<file path="src/rtl/iss_pkg.sv">
package iss_pkg;

    localparam int X_STAGES = 1;
    localparam int L_STAGES = 2;
    localparam int Y_STAGES = 5;
    localparam int MAX_LAT  = Y_STAGES + 1;
    localparam int RES_W    = MAX_LAT + 1;
    localparam int LAT_W    = $clog2(RES_W);
    localparam int CNT_W    = $clog2(Y_STAGES + 1);

    typedef enum logic [1:0] {
        OP_ALU  = 2'd0,
        OP_LOAD = 2'd1,
        OP_MUL  = 2'd2,
        OP_RSVD = 2'd3
    } op_cls_e;

    typedef enum logic [1:0] {
        SRC_RF = 2'd0,
        SRC_X0 = 2'd1,
        SRC_L1 = 2'd2,
        SRC_Y4 = 2'd3
    } byp_sel_e;

    typedef enum logic [1:0] {
        P_IDLE  = 2'd0,
        P_COUNT = 2'd1,
        P_FWD   = 2'd2
    } pend_state_e;

    function automatic int fwd_lat(op_cls_e c);
        unique case (c)
            OP_LOAD: return L_STAGES;
            OP_MUL:  return Y_STAGES;
            default: return X_STAGES;
        endcase
    endfunction

    function automatic int wb_lat(op_cls_e c);
        return fwd_lat(c) + 1;
    endfunction

    function automatic byp_sel_e unit_code(op_cls_e c);
        unique case (c)
            OP_LOAD: return SRC_L1;
            OP_MUL:  return SRC_Y4;
            default: return SRC_X0;
        endcase
    endfunction

endpackage

</file>
<file path="src/rtl/pend_entry.sv">
module pend_entry
    import iss_pkg::*;
(
    input  logic             clk,
    input  logic             rst_n,
    input  logic             flush,
    input  logic             set_en,
    input  logic [1:0]       set_unit,
    input  logic [CNT_W-1:0] set_cnt,
    output logic             is_wait,
    output logic             is_fwd,
    output logic [1:0]       unit
);

    pend_state_e      state_q, state_d;
    logic [CNT_W-1:0] cnt_q, cnt_d;
    logic [1:0]       unit_q, unit_d;

    // state register
    always_ff @(posedge clk or negedge rst_n) begin
        if (!rst_n) begin
            state_q <= P_IDLE;
            cnt_q   <= '0;
            unit_q  <= SRC_RF;
        end else begin
            state_q <= state_d;
            cnt_q   <= cnt_d;
            unit_q  <= unit_d;
        end
    end

    // next state
    always_comb begin
        state_d = state_q;
        cnt_d   = cnt_q;
        unit_d  = unit_q;
        if (flush) begin
            state_d = P_IDLE;
            cnt_d   = '0;
        end else if (set_en) begin
            unit_d  = set_unit;
            cnt_d   = set_cnt;
            state_d = (set_cnt == '0) ? P_FWD : P_COUNT;
        end else begin
            unique case (state_q)
                P_IDLE: ;
                P_COUNT: begin
                    if (cnt_q == CNT_W'(1)) begin
                        state_d = P_FWD;
                        cnt_d   = '0;
                    end else begin
                        cnt_d = cnt_q - CNT_W'(1);
                    end
                end
                P_FWD:   state_d = P_IDLE;
                default: state_d = P_IDLE;
            endcase
        end
    end

    // outputs
    always_comb begin
        is_wait = 1'b0;
        is_fwd  = 1'b0;
        unit    = SRC_RF;
        unique case (state_q)
            P_IDLE: ;
            P_COUNT: is_wait = 1'b1;
            P_FWD: begin
                is_fwd = 1'b1;
                unit   = unit_q;
            end
            default: ;
        endcase
    end

endmodule

</file>
<file path="src/rtl/wb_reserve.sv">
module wb_reserve
    import iss_pkg::*;
(
    input  logic             clk,
    input  logic             rst_n,
    input  logic             flush,
    input  logic             take,
    input  logic [LAT_W-1:0] lat,
    output logic             slot_busy,
    output logic [RES_W-1:0] resv
);

    logic [RES_W-1:0] resv_q;
    logic [RES_W-1:0] claim;

    assign claim     = take ? (RES_W'(1) << lat) : '0;
    assign slot_busy = resv_q[lat];
    assign resv      = resv_q;

    always_ff @(posedge clk or negedge rst_n) begin
        if (!rst_n)
            resv_q <= '0;
        else if (flush)
            resv_q <= '0;
        else
            resv_q <= (resv_q | claim) >> 1;
    end

endmodule

</file>
<file path="src/rtl/hazard_unit.sv">
module hazard_unit
    import iss_pkg::*;
#(
    parameter  int NREG = 32,
    localparam int RW   = $clog2(NREG)
) (
    input  logic [NREG-1:0]      ent_wait,
    input  logic [NREG-1:0]      ent_fwd,
    input  logic [NREG-1:0][1:0] ent_unit,
    input  logic [RW-1:0]        src0,
    input  logic [RW-1:0]        src1,
    input  logic [RW-1:0]        dst,
    output logic                 src_stall,
    output logic                 waw_stall,
    output logic [1:0]           sel0,
    output logic [1:0]           sel1
);

    logic [1:0][RW-1:0] srcs;
    logic [1:0][1:0]    sels;
    logic [1:0]         stalls;

    assign srcs = {src1, src0};

    for (genvar s = 0; s < 2; s++) begin : g_src
        always_comb begin
            stalls[s] = 1'b0;
            sels[s]   = SRC_RF;
            if (srcs[s] != '0) begin
                stalls[s] = ent_wait[srcs[s]];
                if (ent_fwd[srcs[s]])
                    sels[s] = ent_unit[srcs[s]];
            end
        end
    end

    assign src_stall = |stalls;
    assign sel0      = sels[0];
    assign sel1      = sels[1];
    assign waw_stall = (dst != '0) && ent_wait[dst];

endmodule

</file>
<file path="src/rtl/issue_scoreboard.sv">
module issue_scoreboard
    import iss_pkg::*;
#(
    parameter  int NREG = 32,
    localparam int RW   = $clog2(NREG)
) (
    input  logic             clk,
    input  logic             rst_n,
    input  logic             flush,
    input  logic             in_valid,
    input  logic [1:0]       in_cls,
    input  logic [RW-1:0]    in_dst,
    input  logic [RW-1:0]    in_src0,
    input  logic [RW-1:0]    in_src1,
    output logic             issue_grant,
    output logic [1:0]       byp_sel0,
    output logic [1:0]       byp_sel1,
    output logic [RES_W-1:0] wb_resv
);

    op_cls_e              cls;
    logic [LAT_W-1:0]     lat;
    logic [CNT_W-1:0]     cnt_init;
    logic [1:0]           unit_new;
    logic [NREG-1:0]      ent_wait, ent_fwd;
    logic [NREG-1:0][1:0] ent_unit;
    logic                 src_stall, waw_stall, slot_busy;

    assign cls      = op_cls_e'(in_cls);
    assign lat      = LAT_W'(wb_lat(cls));
    assign cnt_init = CNT_W'(fwd_lat(cls) - 1);
    assign unit_new = unit_code(cls);

    for (genvar g = 0; g < NREG; g++) begin : g_ent
        if (g == 0) begin : g_zero
            assign ent_wait[g] = 1'b0;
            assign ent_fwd[g]  = 1'b0;
            assign ent_unit[g] = SRC_RF;
        end else begin : g_reg
            pend_entry u_ent (
                .clk      (clk),
                .rst_n    (rst_n),
                .flush    (flush),
                .set_en   (issue_grant && (in_dst == RW'(g))),
                .set_unit (unit_new),
                .set_cnt  (cnt_init),
                .is_wait  (ent_wait[g]),
                .is_fwd   (ent_fwd[g]),
                .unit     (ent_unit[g])
            );
        end
    end

    hazard_unit #(.NREG(NREG)) u_haz (
        .ent_wait  (ent_wait),
        .ent_fwd   (ent_fwd),
        .ent_unit  (ent_unit),
        .src0      (in_src0),
        .src1      (in_src1),
        .dst       (in_dst),
        .src_stall (src_stall),
        .waw_stall (waw_stall),
        .sel0      (byp_sel0),
        .sel1      (byp_sel1)
    );

    wb_reserve u_wb (
        .clk       (clk),
        .rst_n     (rst_n),
        .flush     (flush),
        .take      (issue_grant),
        .lat       (lat),
        .slot_busy (slot_busy),
        .resv      (wb_resv)
    );

    assign issue_grant = in_valid && !flush && !src_stall && !waw_stall && !slot_busy;

endmodule

</file>
<file path="config.mk">
export PLATFORM = sky130hd
export DESIGN_NAME = issue_scoreboard
export DESIGN_NICKNAME = d
export VERILOG_FILES = /design/src/rtl/iss_pkg.sv /design/src/rtl/pend_entry.sv /design/src/rtl/wb_reserve.sv /design/src/rtl/hazard_unit.sv /design/src/rtl/issue_scoreboard.sv
export SDC_FILE = /design/constraint.sdc
export NUM_CORES = 1
export LEC_CHECK = 0
export ABC_AREA = 1
export BUFFER_PORTS_ARGS = -buffer_cell sky130_fd_sc_hd__buf_4
export CORE_MARGIN = 2
export CORE_UTILIZATION = 40
export CTS_CLUSTER_DIAMETER = 40
export DETAILED_ROUTE_END_ITERATION = 7
export HOLD_SLACK_MARGIN = 0.08
export MAX_ROUTING_LAYER = met4
export SYNTH_ARGS = -nofsm -noshare
export SYNTH_HDL_FRONTEND = slang
export SYNTH_HIERARCHICAL = 1
export SYNTH_SLANG_ARGS = --single-unit
</file>
<file path="constraint.sdc">
create_clock -name clk -period 4.34 [get_ports clk]
set_clock_uncertainty 0.15 [all_clocks]
set_input_delay 0.868 -clock clk [delete_from_list [all_inputs] [get_ports clk]]
set_output_delay 0.868 -clock clk [all_outputs]
set_load 0.02 [all_outputs]
</file>
==> impl_metrics.toml <==
[run_status]
run_status = "finished, final reports clean"

[timing]
post-route-min-period_ps = 3870
max_clock_freq_mhz = 258
maxSlewViolCount = 0
setup_viol = 0
setup_tns_ps = 0
rsz_0062_raised_after_global_routing = "no"
tightest_slew_ps = 914
slew_headroom_pct = 39.1
timing.final.hold_violations = 0
final_min_period_over_clock_period_pct = 89.2

[final_layout]
drive_gt1_share_pct = 10.7
area.growth.synth_to_final_pct = 14.8
fin_nets = 2952
layoutNonFillerInstCount = 3497

[floorplanning]
fp.dieW_um = 215
die_area_um2 = 46100
initial_core_utilization_pct = 40.4
fp.coreArea_um2 = 44000
die_height_um = 215
row_count = 77
ioPinCount = 33

[logic_synthesis]
post-synth-top-count-cell = "sky130_fd_sc_hd__nand2_1"
distinct_cell_type_count_after_synthesis = 28
netlist.area_leader.share_pct = 31.4
async_s_r_ff_share_synth_pct = 100
synth_area_leader_cell = "sky130_fd_sc_hd__dfrtp_1"
synth.top_cells.by_area = "sky130_fd_sc_hd__dfrtp_1, sky130_fd_sc_hd__nand2_1, sky130_fd_sc_hd__nand3_1, sky130_fd_sc_hd__inv_1, sky130_fd_sc_hd__nor2_1"
netlist_instances = 2749
synth_seq_cells = 223
syn_area_um2 = 17800
synthesis.area_per_instance_um2 = 6.46
synth_warnings = 6
ys_dominant_reg_cell = "sky130_fd_sc_hd__dfrtp_1"
synth.top_cells.by_count = "sky130_fd_sc_hd__nand2_1, sky130_fd_sc_hd__nand3_1, sky130_fd_sc_hd__inv_1, sky130_fd_sc_hd__nor2_1, sky130_fd_sc_hd__dfrtp_1"
synth_sequential_area_ratio_pct = 31.4
synth_edf_count = 0

[setup_path]
worst-path-max-fanout = 20
crit_required_ps = 3320
type_of_the_worst_setup_path = "primary input to output port"
cp_data_arrival_time_ps = 2850
timing.reg2reg.worst_path_depth = 19
worstSetupStartpoint = "in_src1[1]"
crit-reg2reg-launch = "g_ent[22].g_reg.u_ent/state_q[1]"
endpoint_class_of_the_critical_path = "output port"
setup.worst_path.end = "issue_grant"
worst_r2r_endpoint = "g_ent[3].g_reg.u_ent/cnt_q[2]"
internal_reg_to_reg_setup_slack_ps = 1170
start_kind = "primary input"

[global_routing]
grt_first_pass_wirelength_um = 85400
gr-total-overflow = 0
antenna_found_initial = 3
vias_in_the_first_global_route = 16643
grt_max_degree = 101
global_route.usage.total_pct = 23.4

[clock_network]
cts_tree = "built"
clockRootBuffer = "sky130_fd_sc_hd__clkbuf_16"
post_cts.repair.setup_buffers = 0
clock_latency_on_the_worst_skew_pair_ps = 570
clock_sinks = 223
cts-buffers-inserted = 49
clock_tree.htree_level_count = 2
clock_tree.buffer_depth = 3
worst_setup_hold_path_clk_slew_ps = 40
post_cts_resized = 0

[place]
dpl.hpwl_um = 36800
post-place-cells = 3407
input_output_buffers = 31
gp_congestion = 0.939

[hold_path]
holdCritPathClass = "flop to flop"
holdCritStartpoint = "g_ent[19].g_reg.u_ent/unit_q[0]"
worst_hold_path.num_cells = 2

[route]
drt-vias-per-instance = 5.03
drt_first_pass_iters = 6
initialDrtViolationCount = 1769
routed-via-count = 17596
avg_wl_per_cell_um = 14.9
route.detailed.drc = 0
wl_um = 52100
ant_nets = 0

[job]
cap_violations = 0

[power_and_ir_drop]
leakage_nw = 10.7
pwr_density_cell_nw_per_um2 = 339
irDropWorstVdd_v = 0.000264
-- sequential cells by signal, summed over array words and instances (netlist names) --
signal and cells:
g_ent.g_reg.u_ent/cnt_q 93, g_ent.g_reg.u_ent/state_q 62, g_ent.g_reg.u_ent/unit_q 62, u_wb/resv 6
-- area by class of cell --
type	instances	area [um^2]
Inverter	388	1460
Clock buffer	70	1430
Sequential cell	223	5580
Timing Repair Buffer	84	697
Tap cell	592	741
Multi-Input combinational cell	2121	10300
Antenna cell	3	7.51
Fill cell	4576	23600
Clock inverter	16	180
-- per-stage QoR --
stage | hold WS [ps] | setup WS [ps] | power [mW] | utilization [%] | instance area (um^2)
after floorplan | 285 | 397 | 3.00 | - | 18000
after CTS | 313 | 446 | 7.00 | 46.3 | 20400
after global routing | 326 | 297 | 7.27 | 46.3 | 20400
final | 313 | 470 | 6.91 | 46.3 | 20400
after global placement | 298 | 450 | 3.29 | 42.6 | 18800
after detailed placement | 302 | 424 | 3.32 | 42.6 | 18800
-- metal layers --
metal  vias to the layer above  wire (um)  global-route usage [%]
met3                        92       2920                    3.00
met4                         0       1500                    9.10
met2                       516      24400                    37.9
met5                         -          0                       -
met1                      8117      23300                    29.9
li1                       8871          -                       -
-- worst max-delay path, stage by stage --
cell and delay (ps):
sky130_fd_sc_hd__buf_4 200, sky130_fd_sc_hd__inv_2 270, sky130_fd_sc_hd__buf_12 200, sky130_fd_sc_hd__nand3_1 90, sky130_fd_sc_hd__nand3_1 90, sky130_fd_sc_hd__nand2_1 70
sky130_fd_sc_hd__nand2_1 60, sky130_fd_sc_hd__nand3_1 70, sky130_fd_sc_hd__nand3_1 90, sky130_fd_sc_hd__nand2_1 60, sky130_fd_sc_hd__nor2_1 310, sky130_fd_sc_hd__nand3_1 150
sky130_fd_sc_hd__inv_1 140, sky130_fd_sc_hd__buf_4 160
-- cells by family (layout without fill, tap and decap cells) --
group	count (synthesis)	in the layout	synth area share, %
and+or+nand+nor	1722	1722	43.9
adders and majority gates	64	64	4.51
buffers and inverters	477	558	12.1
other	3	78	0.0634
AOI/OAI and AO/OA	260	260	8.00
DFF	223	223	31.4
-- how the worst min path moves through the flow --
stage / slack, ps / to
6_report: 310 / g_ent[19].g_reg.u_ent/unit_q[0]
5_1_grt: 330 / g_ent[3].g_reg.u_ent/unit_q[1]
4_1_cts: 310 / g_ent[19].g_reg.u_ent/unit_q[0]
3_5_place_dp: 300 / g_ent[19].g_reg.u_ent/unit_q[0]
3_3_place_gp: 300 / g_ent[19].g_reg.u_ent/unit_q[1]
2_1_floorplan: 280 / g_ent[10].g_reg.u_ent/unit_q[0]
-- cell usage in the layout, fill, tap and decap left out, types with 2 or more instances in the layout --
master,count
sky130_fd_sc_hd__conb_1,75
sky130_fd_sc_hd__nor2_8,29
sky130_fd_sc_hd__nand2_2,61
sky130_fd_sc_hd__clkinv_2,5
sky130_fd_sc_hd__o22ai_1,5
sky130_fd_sc_hd__clkbuf_8,13
sky130_fd_sc_hd__nand2_1,823
sky130_fd_sc_hd__clkinvlp_4,4
sky130_fd_sc_hd__diode_2,3
sky130_fd_sc_hd__o21ai_0,114
sky130_fd_sc_hd__bufinv_16,3
sky130_fd_sc_hd__nor2_2,10
sky130_fd_sc_hd__ha_2,2
sky130_fd_sc_hd__ha_1,62
sky130_fd_sc_hd__nor2_4,2
sky130_fd_sc_hd__dfrtp_1,223
sky130_fd_sc_hd__buf_12,4
sky130_fd_sc_hd__nor2_1,326
sky130_fd_sc_hd__buf_4,77
sky130_fd_sc_hd__clkbuf_16,49
sky130_fd_sc_hd__o211ai_2,3
sky130_fd_sc_hd__o21ai_1,64
sky130_fd_sc_hd__inv_2,41
sky130_fd_sc_hd__a21oi_1,37
sky130_fd_sc_hd__and3_1,62
sky130_fd_sc_hd__inv_1,346
sky130_fd_sc_hd__nand3_1,406
sky130_fd_sc_hd__inv_6,3
sky130_fd_sc_hd__clkbuf_1,9
sky130_fd_sc_hd__o211ai_1,36
-- repair_timing --
item / CTS / global route
endpoints found under the hold margin: 39 / 0
setup endpoints to repair: 0 / 0
hold buffers: 1 / 0
-- where the power goes --
group	internal (mW)	leakage, nW	switching [mW]	total [mW]
Combinational	0.336	6.87	0.695	1.03
Clock	2.43	0.781	1.18	3.61
Sequential	2.19	3.00	0.0750	2.27
Total	4.96	10.7	1.95	6.91
No activity file was read; power rests on OpenSTA's default activity.
